===== config.mk =====
export PLATFORM = sky130hd
export DESIGN_NAME = contactor_datapath
export DESIGN_NICKNAME = d
export VERILOG_FILES = /design/src/rtl/contactor_pkg.sv /design/src/rtl/contactor_datapath.sv
export SDC_FILE = /design/constraint.sdc
export NUM_CORES = 1
export LEC_CHECK = 0
export BUFFER_PORTS_ARGS = -buffer_cell sky130_fd_sc_hd__buf_2
export CELL_PAD_IN_SITES_DETAIL_PLACEMENT = 1
export CELL_PAD_IN_SITES_GLOBAL_PLACEMENT = 1
export CORE_AREA = 2 2 53 55
export DETAILED_ROUTE_END_ITERATION = 16
export DIE_AREA = 0 0 55 57
export GPL_TIMING_DRIVEN = 0
export PLACE_DENSITY = 0.77
export SETUP_SLACK_MARGIN = 0.1
export SYNTH_ARGS = -nofsm -noshare
export SYNTH_HDL_FRONTEND = slang
export SYNTH_SLANG_ARGS = --single-unit

===== constraint.sdc =====
create_clock -name clk -period 2.9 [get_ports clk]
set_clock_uncertainty 0.2 [all_clocks]
set_input_delay 0.87 -clock clk [delete_from_list [all_inputs] [get_ports clk]]
set_output_delay 0.87 -clock clk [all_outputs]
set_load 0.03 [all_outputs]

===== src/rtl/contactor_pkg.sv =====
package contactor_pkg;

  typedef enum logic [1:0] {
    ACT_IDLE    = 2'd0,
    ACT_CLOSING = 2'd1,
    ACT_OPENING = 2'd2
  } actState_t;

  // Strobes from the control FSM to the datapath
  typedef struct packed {
    logic loadCnt;   // load the delay counter from the selected delay register
    logic pickOpen;  // 1 selects the open delay, 0 the close delay
    logic decCnt;    // decrement the delay counter
    logic flip;      // toggle the modelled status
  } dpStrobe_t;

endpackage


===== src/rtl/contactor_datapath.sv =====
module contactor_datapath
  import contactor_pkg::*;
#(
  parameter int CNT_W     = 6,
  parameter int CLOSE_MIN = 2,
  parameter int CLOSE_MAX = 5,
  parameter int OPEN_MIN  = 3,
  parameter int OPEN_MAX  = 7
) (
  input  logic             clk,
  input  logic             rstN,
  input  dpStrobe_t        strobe,
  input  logic             cfgLoad,
  input  logic             cfgSel,
  input  logic [CNT_W-1:0] cfgValue,
  output logic             statusQ,
  output logic             cntZero,
  output logic             cfgErr
);

  localparam int NUM_DIR = 2;  // index 0 close, index 1 open

  logic [NUM_DIR-1:0] inWindow;
  logic [CNT_W-1:0]   delayOf [NUM_DIR];
  logic [CNT_W-1:0]   delayPick;
  logic [CNT_W-1:0]   cntQ;

  for (genvar g = 0; g < NUM_DIR; g++) begin : gDir
    localparam logic [CNT_W-1:0] LO = CNT_W'((g == 0) ? CLOSE_MIN : OPEN_MIN);
    localparam logic [CNT_W-1:0] HI = CNT_W'((g == 0) ? CLOSE_MAX : OPEN_MAX);
    localparam logic             SEL = (g != 0);

    logic [CNT_W-1:0] delayR;

    assign inWindow[g] = (cfgValue >= LO) && (cfgValue <= HI);

    always_ff @(posedge clk) begin
      if (!rstN)
        delayR <= LO;
      else if (cfgLoad && (cfgSel == SEL) && inWindow[g])
        delayR <= cfgValue;
    end

    assign delayOf[g] = delayR;
  end

  assign delayPick = strobe.pickOpen ? delayOf[1] : delayOf[0];

  always_ff @(posedge clk) begin
    if (!rstN) begin
      cfgErr <= 1'b0;
    end else if (cfgLoad) begin
      cfgErr <= ~inWindow[cfgSel];
    end
  end

  always_ff @(posedge clk) begin
    if (!rstN) begin
      cntQ <= '0;
    end else if (strobe.loadCnt) begin
      cntQ <= delayPick - CNT_W'(1);
    end else if (strobe.decCnt) begin
      cntQ <= cntQ - CNT_W'(1);
    end
  end

  assign cntZero = (cntQ == '0);

  always_ff @(posedge clk) begin
    if (!rstN)            statusQ <= 1'b0;
    else if (strobe.flip) statusQ <= ~statusQ;
  end

endmodule


Word level (Yosys, flattened, before mapping)

Cells that the tools add are included.

Logic and storage cells: 28
Bits in registers: 20
Input bits: 14
Output and inout bits: 3

Bitwise logic cells: 3
Add/sub/neg operators: 2
$lt $le $gt $ge: 5
Reductions and logical operators: 8
Muxes and demuxes: 5

Operators by type and width:

| cell                                                                              | count |
|---|---|
| 6-bit 2-to-1 mux                                                                  | 3 |
| 6-bit by 2-bit >= comparator with 1-bit output (second input constant)            | 2 |
| 6-bit by 3-bit less-or-equal comparator with 1-bit output (second input constant) | 2 |
| 6-bit by 1-bit subtractor with 6-bit output (second input constant)               | 2 |
| 1-bit logical AND                                                                 | 6 |
| 6-bit zero test                                                                   | 1 |
| 1-bit NOT                                                                         | 3 |
| 1-bit by 2-bit less-than comparator with 1-bit output (second input constant)     | 1 |
| 1-bit 2-to-1 mux                                                                  | 2 |
| 2-bit nonzero test                                                                | 1 |

Longest topological paths before layout

Depth in word-level cells: 5
Gate-level depth with buffers: 7

Least setup slack after synthesis

OpenSTA, ideal clock, no wires.

Kind: register -> output
Start: register cntQ[0]
End: output cntZero
Required time: 1,830 ps
Cell stages (with the launch flop): 3
Buffers on the path: 0
Arrival: 1,475 ps
Setup slack: 355 ps
Cell sequence: dfxtp_1 -> or4_1 -> nor3_1

Word-level cells in the longest chain between the ends: 1

RTL lines:

| element                | RTL line                 | source |
|---|---|---|
| from (decl)            | contactor_datapath.sv:26 | `logic [CNT_W-1:0] cntQ;` |
| from (signal assigned) | contactor_datapath.sv:61 | `cntQ <= delayPick - CNT_W'(1);` |
| from (signal assigned) | contactor_datapath.sv:63 | `cntQ <= cntQ - CNT_W'(1);` |
| 6-bit zero test        | contactor_datapath.sv:67 | `assign cntZero = (cntQ == '0);` |
| to (decl)              | contactor_datapath.sv:17 | `output logic cntZero,` |

No other way between the ends.

Worst setup path in the final report

Ends and elaborated chain as after synthesis.

==> flow_metrics.env <==
export IMPL_status="finished clean"
export IMPL_setup_violations=0
export IMPL_min_path_cells=1
export IMPL_synth_ff_latch_count=20
export IMPL_synth_nets=111
export IMPL_crit_cells=3
export IMPL_grt_pass1_wl_mm=3.726
export IMPL_htreeDepth=1
export IMPL_core_rowCount=19
export IMPL_p_switching_uw=159.9
export IMPL_yosysWarningCount=0
export IMPL_die_y_microns=57
export IMPL_final_common_cell="dfxtp_1"
export IMPL_core_area_sq_um=2615
export IMPL_vias=790
export IMPL_worst_path_max_fanout=3
export IMPL_required_ps=1830
export IMPL_die_area_sq_um=3135
export IMPL_grt_usage_pct=16.64
export IMPL_hpwl_mm=1.774
export IMPL_drv_cap=0
export IMPL_cp_arrival_ps=1620
export IMPL_dpl_cell_area_sq_um=1104
export IMPL_leakage_nw=0.5514
export IMPL_drt_wl_total_mm=2.233
export IMPL_setup_tns_ps=0
export IMPL_cts_setup_buffers=0
export IMPL_netlist_instances=96
export IMPL_place_congestion=0.7173
export IMPL_hold_ws_ps=289.0
export IMPL_rsz0062_at_grt="no"
export IMPL_path_class="flop to output pin"
export IMPL_grt_max_degree=13
export IMPL_antenna_found_initial=0
export IMPL_clock_sinks=20
export IMPL_clock_latency_ps=300
export IMPL_p_int_uw=473.3
export IMPL_cp_top_family="simple AND/OR/NAND/NOR gates"
export IMPL_power_per_cell_area_nw_per_um2=547.6
export IMPL_fp_dieW_microns=55
export IMPL_slew_headroom_pct=70.50
export IMPL_comb_power_share_pct=16.6
export IMPL_pwr_share_clk_pct=36.5
export IMPL_first_iter_violations=7
export IMPL_place_inst=142
export IMPL_ctsResizeCount=0
export IMPL_ir_drop_mv=0.3952
export IMPL_stdcell_area_sq_um=1156
export IMPL_path_cells="or4_1 -> nor3_1 -> buf_2"
export IMPL_synthTopCellsByArea="dfxtp_1 (40%), mux2i_1 (10%), mux2_4 (4.6%), mux2i_4 (4.6%), and3_1 (3.8%)"
export IMPL_tightest_slew_ps=442.4
export IMPL_areaGrowthSynthToFinish_pct=16.81
export IMPL_seq_area_frac_synth_pct=40.46
export IMPL_setup_worst_path_start_class="flop"
export IMPL_clockRootBuffer="clkbuf_4"
export IMPL_synth_area_leader_cell="dfxtp_1"
export IMPL_final_cells=146
export IMPL_portBuffers=15
export IMPL_critPathBufInv=1
export IMPL_drc_errors=0
export IMPL_grt_pass1_vias=853
export IMPL_syn_avg_cell_area_sq_um=10.31
export IMPL_drive_above_1_share_pct=26.96
export IMPL_fin_crit_ps=2687
export IMPL_report_final_slew_viol_count=0
export IMPL_swShare_pct=25.25
export IMPL_final_nets=131
export IMPL_cts_tree="yes"
export IMPL_end_kind="output pin"
export IMPL_final_cell_mix="dfxtp_1 (20), buf_2 (15), mux2i_1 (10)"
export IMPL_cts_buffers=3
export IMPL_final_antenna_net_count=0
export IMPL_path_clk_slew_ps=120
export IMPL_routedWlPerCell_microns=15.29
export IMPL_fin_crit_sh_pct=92.64
export IMPL_rr_worst_depth=6
export IMPL_initial_core_util_pct=37.85
export IMPL_hold_buffers=0
export IMPL_synth_cell_type_count=31
export IMPL_antenna_diode_count=0
export IMPL_hold_class="flop to flop"
export IMPL_crit_slowest_cell="or4_1"
export IMPL_fmax_mhz=372.2
export IMPL_first_pass_iters=2
export IMPL_worst_path_largest_cell_delay_ps=560
export IMPL_io_pins=17
export IMPL_cts_path_max_buffers=2
export IMPL_via_per_inst=5.411
export IMPL_yosysTopAreaCellShare_pct=40.46
export IMPL_hold_viol=0
export IMPL_synth_area_sq_um=989.7
export IMPL_overflow=0
export IMPL_pwr_share_seq_pct=46.9
through the flow:
step | util, % | worst slack (ps) | power, mW
after floorplan | - | 355.1 | 0.3741
after global placement | 42.20 | 422.2 | 0.4013
after CTS | 44.21 | 211.9 | 0.6423
after global routing | 44.21 | 128.2 | 0.6668
final | 44.21 | 213.4 | 0.6331
after detailed placement | 42.20 | 367.6 | 0.4089
sequential cells by signal, indices dropped and copies added (netlist names):
register / flops
cntQ: 6
cfgErr: 1
statusQ: 1
gDir.delayR: 12
final cells by class:
type | count | area [sq um]
sequential | 20 | 400.4
clock buffer | 3 | 22.52
multi-input combinational | 71 | 555.5
fill | 322 | 1459
timing repair buffer | 15 | 75.07
clock inverter | 1 | 30.03
tap | 31 | 38.79
buffer | 5 | 33.78
power by group through the flow:
| stage | Clock (mW) | Combinational, mW | Sequential [mW] |
|---|---|---|---|
| after detailed placement | 0 | 0.106 | 0.303 |
| after global routing | 0.252 | 0.116 | 0.298 |
| final | 0.231 | 0.105 | 0.297 |
| after CTS | 0.239 | 0.107 | 0.297 |
| after global placement | 0 | 0.0991 | 0.302 |
| after floorplan | 0 | 0.0683 | 0.306 |
synthesized netlist by cell type (all sizes together):
cell type  number
a21oi           4
nor4            2
o221ai          1
mux2            5
o211ai          1
and3            6
o21ai           3
nor2            2
nand3b          1
and2            1
xnor2           2
or3             1
or4             1
a31oi           1
or2             1
o211a           2
ha              1
nand4           1
mux2i          13
dfxtp          20
buf             2
xor2            3
nor3            1
nand2           8
clkbuf          3
nor2b           6
nand3           4
final timing paths:
kind                     startpoint                end  slack [ps]
setup / recovery            cntQ[0]            cntZero         210
hold / removal    gDir[1].delayR[5]  gDir[1].delayR[5]         290
setup reg to reg  gDir[0].delayR[1]            cntQ[4]        1070
hold reg to reg   gDir[1].delayR[5]  gDir[1].delayR[5]         290
cell families after synthesis:
| family | share of synthesized area [%] |
|---|---|
| buffers and inverters | 3.413 |
| xor gates and xnor gates | 4.426 |
| DFF | 40.45 |
| muxes | 22.88 |
| and+or+nand+nor | 19.72 |
| adders and majority gates | 1.264 |
| AOI/OAI and AO/OA | 7.839 |
routing by layer:
layer,wire length (microns),global-route usage (%)
met4,65,6.272
met5,0,0
met3,87,5.236
met1,888,17.49
met2,1191,29.76
Note: power is estimated with default switching activity, not from simulation.
